### config.mk
export PLATFORM = sky130hd
export DESIGN_NAME = dotrow_refresh
export DESIGN_NICKNAME = d
export VERILOG_FILES = /design/src/rtl/dotrow_pkg.sv /design/src/rtl/dotrow_sequencer.sv /design/src/rtl/dotrow_glyph_req.sv /design/src/rtl/dotrow_col_select.sv /design/src/rtl/dotrow_refresh.sv
export SDC_FILE = /design/constraint.sdc
export NUM_CORES = 1
export LEC_CHECK = 0
export BUFFER_PORTS_ARGS = -buffer_cell sky130_fd_sc_hd__buf_2
export CORE_MARGIN = 8
export CORE_UTILIZATION = 47
export CTS_CLUSTER_DIAMETER = 30
export DETAILED_ROUTE_END_ITERATION = 10
export GPL_TIMING_DRIVEN = 0
export HOLD_SLACK_MARGIN = 0.08
export PLACE_DENSITY = 0.84
export REMOVE_ABC_BUFFERS = 1
export SLEW_MARGIN = 20
export SYNTH_ARGS = -nofsm -noshare
export SYNTH_HDL_FRONTEND = slang
export SYNTH_SLANG_ARGS = --single-unit
### constraint.sdc
create_clock -name clk -period 2.9 [get_ports clk]
set_input_delay 0.145 -clock clk [delete_from_list [all_inputs] [get_ports clk]]
set_output_delay 0.145 -clock clk [all_outputs]
set_load 0.02 [all_outputs]
### src/rtl/dotrow_pkg.sv
package dotrow_pkg;

    localparam int DEF_DIGITS = 4;
    localparam int DEF_COLS   = 5;
    localparam int DEF_ROWS   = 7;
    localparam int DEF_CODE_W = 7;

    typedef enum logic [1:0] {
        PH_DARK = 2'd0,
        PH_LOAD = 2'd1,
        PH_SHOW = 2'd2
    } phase_e;

endpackage

### src/rtl/dotrow_sequencer.sv
module dotrow_sequencer
    import dotrow_pkg::*;
#(
    parameter int ROWS  = DEF_ROWS,
    parameter int ROW_W = $clog2(ROWS)
) (
    input  logic             clk,
    input  logic             rst,
    input  logic             tick,
    output logic [ROW_W-1:0] row_idx,
    output logic             frame_odd,
    output phase_e           phase
);
    localparam logic [ROW_W-1:0] LAST_ROW = ROW_W'(ROWS - 1);

    logic wrap;
    assign wrap = (row_idx == LAST_ROW);

    always_ff @(posedge clk) begin
        if (rst) begin
            row_idx   <= LAST_ROW;
            frame_odd <= 1'b1;
            phase     <= PH_DARK;
        end else if (tick) begin
            row_idx <= wrap ? '0 : row_idx + ROW_W'(1);
            if (wrap) frame_odd <= ~frame_odd;
            phase <= PH_LOAD;
        end else if (phase == PH_LOAD) begin
            phase <= PH_SHOW;
        end
    end
endmodule

### src/rtl/dotrow_glyph_req.sv
module dotrow_glyph_req
    import dotrow_pkg::*;
#(
    parameter int DIGITS = DEF_DIGITS,
    parameter int CODE_W = DEF_CODE_W
) (
    input  logic                     clk,
    input  logic                     rst,
    input  logic                     tick,
    input  logic [DIGITS*CODE_W-1:0] codes_in,
    output logic [DIGITS*CODE_W-1:0] codes_req
);
    always_ff @(posedge clk) begin
        if (rst)       codes_req <= '0;
        else if (tick) codes_req <= codes_in;
    end
endmodule

### src/rtl/dotrow_col_select.sv
module dotrow_col_select
    import dotrow_pkg::*;
#(
    parameter int DIGITS = DEF_DIGITS,
    parameter int COLS   = DEF_COLS
) (
    input  logic                   clk,
    input  logic                   rst,
    input  phase_e                 phase,
    input  logic                   frame_odd,
    input  logic                   cursor_en,
    input  logic [DIGITS-1:0]      cursor_bits,
    input  logic [DIGITS*COLS-1:0] glyph_cols,
    output logic [DIGITS*COLS-1:0] cols_q
);
    for (genvar d = 0; d < DIGITS; d++) begin : g_digit
        logic            use_cursor;
        logic [COLS-1:0] next_cols;

        assign use_cursor = cursor_en & cursor_bits[d];
        assign next_cols  = use_cursor ? {COLS{~frame_odd}}
                                       : glyph_cols[d*COLS +: COLS];

        always_ff @(posedge clk) begin
            if (rst)                  cols_q[d*COLS +: COLS] <= '0;
            else if (phase == PH_LOAD) cols_q[d*COLS +: COLS] <= next_cols;
        end
    end
endmodule

### src/rtl/dotrow_refresh.sv
module dotrow_refresh
    import dotrow_pkg::*;
#(
    parameter int DIGITS = DEF_DIGITS,
    parameter int COLS   = DEF_COLS,
    parameter int ROWS   = DEF_ROWS,
    parameter int CODE_W = DEF_CODE_W,
    localparam int ROW_W = $clog2(ROWS)
) (
    input  logic                     clk,
    input  logic                     rst,
    input  logic [DIGITS*CODE_W-1:0] char_codes,
    input  logic [DIGITS-1:0]        cursor_bits,
    input  logic                     cursor_en,
    input  logic                     row_tick,
    output logic [DIGITS*CODE_W-1:0] glyph_code,
    output logic [ROW_W-1:0]         glyph_row,
    input  logic [DIGITS*COLS-1:0]   glyph_cols,
    output logic [ROWS-1:0]          row_sel,
    output logic [DIGITS*COLS-1:0]   col_out
);
    phase_e phase;
    logic   frame_odd;

    dotrow_sequencer #(.ROWS(ROWS), .ROW_W(ROW_W)) seq_i (
        .clk       (clk),
        .rst       (rst),
        .tick      (row_tick),
        .row_idx   (glyph_row),
        .frame_odd (frame_odd),
        .phase     (phase)
    );

    dotrow_glyph_req #(.DIGITS(DIGITS), .CODE_W(CODE_W)) req_i (
        .clk       (clk),
        .rst       (rst),
        .tick      (row_tick),
        .codes_in  (char_codes),
        .codes_req (glyph_code)
    );

    dotrow_col_select #(.DIGITS(DIGITS), .COLS(COLS)) sel_i (
        .clk         (clk),
        .rst         (rst),
        .phase       (phase),
        .frame_odd   (frame_odd),
        .cursor_en   (cursor_en),
        .cursor_bits (cursor_bits),
        .glyph_cols  (glyph_cols),
        .cols_q      (col_out)
    );

    always_comb begin
        row_sel = '0;
        if (phase == PH_SHOW) row_sel[glyph_row] = 1'b1;
    end
endmodule

==> results of run 1 <==
-- synth_stat cells (all sizes together) --
library cell  count
o21ai             1
a21oi             2
nor3             25
xor2              1
clkbuf            5
nor2             54
nand4b            1
a211o             2
nand2             7
or3               1
nand2b            4
and3b             4
inv               1
a211oi           20
and2b             1
buf              11
nor4              2
mux2i            29
dfxtp            54
-- how the worst min path moves through the flow --
stage	slack, ps	from	end	cells after the start
detailed placement	390	char_codes[3]	req_i.codes_req[3]	3
global route	80	char_codes[6]	req_i.codes_req[6]	3
floorplan	220	rst	req_i.codes_req[0]	1
finish	90	char_codes[27]	req_i.codes_req[27]	3
CTS	80	char_codes[6]	req_i.codes_req[6]	3
global placement	380	char_codes[23]	req_i.codes_req[23]	3
-- registers in the layout (all words and copies together), names as in the netlist --
signal and cells:
req_i.codes_req 28, sel_i.cols_q 20, seq_i.row_idx 3, seq_i.phase 2, seq_i.frame_odd 1
-- routing by layer --
metal	GRT usage	part of all wire	vias up
li1	-	-	1015
met1	0.1760	0.42	932
met2	0.2716	0.44	91
met3	0.1055	0.14	2
met4	0.05272	0.0032	0
met5	0	0	-
-- critical path, cell delays in order, from the launching register on --
cell	delay [ps]
dfxtp_1	530
inv_1	110
or3_1	340
nor2_1	90
buf_2	170
-- kinds of logic (layout without fill, tap and decap cells) --
group	count (synthesis)	after routing	synth area share
AO/OA/AOI/OAI	25	25	0.08690
XOR/XNOR	1	1	0.004167
buffers and inverters	17	137	0.04286
flip-flops	54	54	0.5143
multiplexers	29	29	0.1381
AND/OR/NAND/NOR	99	99	0.2137
-- area by class of cell --
class                           count  share of cell area
Sequential cell                    54              0.3744
Multi-Input combinational cell    154              0.3224
Timing Repair Buffer              128              0.2478
Clock buffer                        7             0.02990
Tap cell                           52             0.02253
Clock inverter                      1            0.001733
Inverter                            1            0.001300
-- report_power, final --
group          switching (mW)  internal [mW]  total [mW]
Combinational           0.171          0.125       0.296
Sequential             0.0339          0.792       0.826
Clock                   0.227          0.193       0.420
==> summary.txt, run 1 <==
Outcome
  • Status: finished, final reports clean

CTS
  • Max Buffers Root-to-Sink: 2
  • Root buffer cell: clkbuf_8
  • CTS tree: built
  • Worst skew pair latency: 300 ps
  • PostCTS Resize Cnt: 0
  • Clock transition at path regs: roughly 90 ps
  • H-tree Lvls: 2
  • CTS sink count: 54
  • Post-CTS Setup Bufs: 0
  • CTS buffer count: 5
  • # hold bufs at CTS: 15

Timing
  • Clk_skew: 5.072 ps
  • Setup TNS: 0 ps
  • Worst Tran Pin Value: 959.3 ps
  • Setup ws final: 1218 ps
  • Post-route clock period utilization: 0.5801
  • Final min period: approximately 1700 ps
  • Hold Vio Cnt, Final: 0
  • Slew headroom: 0.3605
  • Max-slew violations: 0
  • Final setup violation count: 0
  • Fmax: 594.4 MHz
  • Worst hold slack: 90.98 ps
  • RSZ-0062 raised after global routing: false

Die
  • Initial Utilization: 0.4861
  • Die Y: 82.88 um
  • Die area: 0.006868 mm2
  • Site row count: 24
  • Die W: between 80 and 90 um
  • I/O pin cnt: 114
  • Core Box Area: 0.004324 mm2

Detailed routing
  • Average vias per placed instance: 5.139
  • First-pass DRT Iterations: 4
  • Final WL: 5.856 mm
  • DRC viols: 0
  • ANT nets after route: 0
  • Vias: 2040
  • Initial drt markers: 68
  • WL/cell: 14.75 um

Critical path
  • Path depth of the worst reg2reg path: 3
  • Launch point of the critical path: seq_i.row_idx[0]
  • Worst setup path endpoint: row_sel[3]
  • Startpoint Class: flip-flop
  • Critical path fanouts, max: 11
  • CP arrival: roughly 1500 ps
  • WP data required: 2760 ps
  • Critical path class: flip-flop to primary output
  • Worst R2R Setup Slack: 1410 ps
  • CP endpoint kind: primary output
  • Critical register-to-register path endpoint: sel_i.cols_q[2]
  • R2r startpoint: seq_i.phase[0]

Yosys
  • Sequential element share of the synthesized area: 0.5143
  • Synth Warn #: 0
  • Area fraction of the dominant cell type after synthesis: 0.5143
  • Mean Syn Cell Area: 9.342 um2
  • Synth area leaders: dfxtp_1, mux2i_1, nor2_1
  • Seq cells post-synth: 54
  • Area leader, netlist: dfxtp_1
  • Syn Inst Count: 225
  • Post-Synthesis Cell Area: about 0.0021 mm2
  • Netlist cell types: 20

Power
  • Final total power: approximately 1.5 mW
  • Pleak: 1.470 nW
  • Peak supply drop: 412.5 uV
  • Cell area power density: 533.9 mW/mm2

Cells and area
  • Multi-input logic area: 930.9 um2
  • Diode count: 0
  • Cell area after layout: a little under 0.003 mm2
  • Non-Filler Instances: 397
  • Fin nets: 400
  • Fraction of layout cells with a size suffix above 1: 0.3478
  • Register Area: 0.001081 mm2
  • Area grow syn2layout: 37.38%
  • Fin util: 0.6678
  • Fillers: between 300 and 400
  • Commonest non-fill, non-tap cells in the layout: buf_2, nor2_1, dfxtp_1
  • Leading cell type in the layout, fill and taps excluded: buf_2

Flow run
  • Max Cap Violations: 0

Global routing
  • Initial antenna violation count: 0
  • Largest net degree at the start of global routing: 55
  • GRT overflow: 0
  • First-pass GRT wire length: 9.867 mm
  • Total GRT Usage: 0.1684
  • Number of global-route vias before repair: 2180

Placed design
  • Dpl hpwl: 4.124 mm
  • Count of input and output buffers: 113
  • GPL Wtd Cong: 0.7586
  • Pre-CTS setup slack: 1375 ps
  • Dpl cells: between 300 and 400
  • Placed Area: 0.002646 mm2

Min path
  • Hold Path Class: primary input to flip-flop
Power figures use the tool's default switching activity.
==> run 2, diff against run 1 <==
--- a/config.mk
+++ b/config.mk
@@ -7,12 +7,12 @@
 export LEC_CHECK = 0
 export BUFFER_PORTS_ARGS = -buffer_cell sky130_fd_sc_hd__buf_2
 export CORE_MARGIN = 8
-export CORE_UTILIZATION = 47
+export CORE_UTILIZATION = 40
 export CTS_CLUSTER_DIAMETER = 30
 export DETAILED_ROUTE_END_ITERATION = 10
 export GPL_TIMING_DRIVEN = 0
 export HOLD_SLACK_MARGIN = 0.08
-export PLACE_DENSITY = 0.84
+export PLACE_DENSITY = 0.76
 export REMOVE_ABC_BUFFERS = 1
 export SLEW_MARGIN = 20
 export SYNTH_ARGS = -nofsm -noshare
==> constraint.sdc (replaced) <==
create_clock -name clk -period 1.35 [get_ports clk]
set_input_delay 0.0675 -clock clk [delete_from_list [all_inputs] [get_ports clk]]
set_output_delay 0.0675 -clock clk [all_outputs]
set_load 0.02 [all_outputs]
==> run 2 against run 1 <==
Against the previous run:
- the run now ends with setup timing left
- clock skew shrank 3.5 ps
- cell count is 8.6% higher
- worst hold slack gained 7.2 ps
- critical endpoint is now row_sel[1]
==> summary.txt, run 2 (synthesis gave the netlist of run 1 again) <==
Placed design
  • Count of input and output buffers: 113 (unchanged)
  • Pre-CTS setup slack: -123.6 ps (-1498 ps)
  • GPL Wtd Cong: 0.7579 (about the same)
  • Dpl hpwl: 4.025 mm (-2.4%)

Power
  • Clock power share: 0.295 (+0.023)
  • Peak supply drop: 627.2 uV (+52%)
  • Pleak: 1.557 nW (+6.0%)
  • Logic pwr share: 0.200 (+0.008)
  • Cell area power density: 1111 mW/mm2 (+110%)
  • P_int: 2.568 mW (+130%)
  • Switching power: 0.9337 mW (+120%)
  • Switching Share: 0.2667 (-0.01314)
  • Part of the power in registers: 0.505 (-0.031)

Timing
  • Max-slew violations: 0 (unchanged)
  • Post-route clock period utilization: 1.017
  • RSZ-0062 raised after global routing: true
  • Final setup violation count: 2 (+2)
  • Slew headroom: 0.3489 (-0.01162)
  • Hold Vio Cnt, Final: 0 (unchanged)
  • Setup ws final: -22.28 ps (-1240 ps)
  • Clk_skew: 1.547 ps (-3.525 ps)
  • Worst Tran Pin Value: 976.7 ps (+17.44 ps)
  • Setup TNS: -36.22 ps (-36.22 ps)
  • Fmax: 728.7 MHz
  • Final min period: between 1000 and 1500 ps

Critical path
  • CP arrival: 1300 ps (-240 ps)
  • CP endpoint kind: primary output
  • Launch point of the critical path: seq_i.row_idx[0]
  • Startpoint Class: flip-flop
  • Path depth of the worst reg2reg path: 3 (unchanged)
  • R2r startpoint: seq_i.phase[1]
  • Critical register-to-register path endpoint: sel_i.cols_q[1]
  • Critical path class: flip-flop to primary output
  • WP data required: 1280 ps (-1480 ps)
  • Worst R2R Setup Slack: 100 ps (-1310 ps)
  • Critical path fanouts, max: 3 (-8)
  • Worst setup path endpoint: row_sel[1]

CTS
  • Clock transition at path regs: 90 ps (about the same)
  • Max Buffers Root-to-Sink: 2 (unchanged)
  • CTS buffer count: 5 (unchanged)
  • Root buffer cell: clkbuf_8
  • CTS sink count: 54 (unchanged)
  • H-tree Lvls: 2 (unchanged)
  • CTS tree: built
  • Worst skew pair latency: 290 ps (about the same)

Cells and area
  • Fillers: 432 (+16%)
  • Multi-input logic area: 974.7 um2 (+4.7%)
  • Largest regs: req_i.codes_req (28), sel_i.cols_q (20), seq_i.row_idx (3)
  • Leading cell type in the layout, fill and taps excluded: buf_2
  • Diode count: 0 (unchanged)
  • Reg with most FFs: req_i.codes_req
  • Fraction of layout cells with a size suffix above 1: 0.3767 (+0.02891)
  • Commonest non-fill, non-tap cells in the layout: buf_2, nor2_1, dfxtp_1
  • Register Area: 0.001092 mm2 (+1.0%)
  • Number of flip-flops in the largest register: 28 (unchanged)
  • Fin nets: 416 (+4.0%)
  • Area grow syn2layout: 49.88%

Detailed routing
  • DRC viols: 0 (unchanged)
  • Initial drt markers: 95 (+40%)
  • Final WL: 6.216 mm (+6.1%)
  • First-pass DRT Iterations: 4 (unchanged)
  • Vias: 2102 (+3.0%)
  • ANT nets after route: 0 (unchanged)
  • Average vias per placed instance: 4.877 (-5.1%)
  • WL/cell: 14.42 um (-2.2%)

Global routing
  • Total GRT Usage: 0.1498 (-0.01858)
  • Number of global-route vias before repair: 2046 (-6.1%)
  • Largest net degree at the start of global routing: 55 (unchanged)
  • Initial antenna violation count: 0 (unchanged)
  • GRT overflow: 0 (unchanged)
  • First-pass GRT wire length: 9.342 mm (-5.3%)

Die
  • Die W: 88.49 um (+6.8%)
  • Die Y: 88.49 um (+6.8%)
  • Core Box Area: 0.005075 mm2 (+17%)
  • Die area: 0.007830 mm2 (+14%)
  • Site row count: 26 (+8.3%)
  • I/O pin cnt: 114 (unchanged)
  • Initial Utilization: 0.4142 (-0.07191)

Flow run
  • Max Cap Violations: 0 (unchanged)

Outcome
  • Failing checks: setup timing
  • Status: finished with violations

Min path
  • Hold Path Class: primary input to flip-flop
  • Hold Path Stages: 3 (unchanged)
-- run 2: changes by cell type in the layout (fill, tap and decap cells not counted), moves of 3 or more --
cell           previous run  this run
buf_2                   113       109
nand2b_1                  4         1
buf_4                     0         5
dfxtp_2                   0         3
dfxtp_1                  54        49
dlygate4sd3_1            15        28
-- run 2: critical path: stages, from the launching register on --
cell and delay (ps):
dfxtp_4 360, inv_1 70, or3_4 360, nor2_4 100
buf_6 130
-- run 2: worst min-delay path by stage --
stage | start | endpoint | slack (ps)
3_5_place_dp | char_codes[12] | req_i.codes_req[12] | 310
4_1_cts | glyph_cols[15] | sel_i.cols_q[15] | 90
5_1_grt | glyph_cols[2] | sel_i.cols_q[2] | 100
6_report | glyph_cols[6] | sel_i.cols_q[6] | 100
3_3_place_gp | char_codes[2] | req_i.codes_req[2] | 300
2_1_floorplan | rst | req_i.codes_req[0] | 140
-- run 2: layout make-up --
class	instances	area share
Clock buffer	7	0.02423
Multi-Input combinational cell	154	0.3094
Clock inverter	1	0.009531
Sequential cell	54	0.3467
Inverter	1	0.001191
Tap cell	70	0.02780
Timing Repair Buffer	144	0.2812
-- run 2: through the flow --
step           instance area [um2]  power (mW)  utilization  cells  hold WS [ps]
2_1_floorplan                 2016       2.133            -    209         139.9
3_3_place_gp                  2669       2.397       0.5259    392         298.7
3_5_place_dp                  2669       2.411       0.5259    392         308.9
4_1_cts                       3097       3.523       0.6102    431         93.93
5_1_grt                       3151       3.673       0.6208    431         103.7
6_report                      3151       3.501       0.6208    431         98.16
-- run 2: layer usage --
| layer | track usage | vias to the layer above | share of wire |
|---|---|---|---|
| met5 | 0 | - | 0 |
| met4 | 0.03840 | 0 | 0.012 |
| met3 | 0.08171 | 7 | 0.14 |
| met2 | 0.2430 | 99 | 0.44 |
| met1 | 0.1662 | 950 | 0.41 |
| li1 | - | 1046 | - |
-- run 2: power groups by stage --
stage / clock [mW] / sequential (mW) / combinational (mW)
floorplan: 0 / 1.93 / 0.203
global placement: 0 / 1.80 / 0.592
detailed placement: 0 / 1.81 / 0.603
CTS: 1.07 / 1.77 / 0.687
global route: 1.13 / 1.79 / 0.758
finish: 1.03 / 1.77 / 0.700
-- run 2: timing repair --
action	in CTS	in global routing
hold buffers	28	0
endpoints found under the setup margin	25	6
resized for setup	10	14
setup buffers	3	0
hold endpoints to repair	28	0
pin swaps	0	1
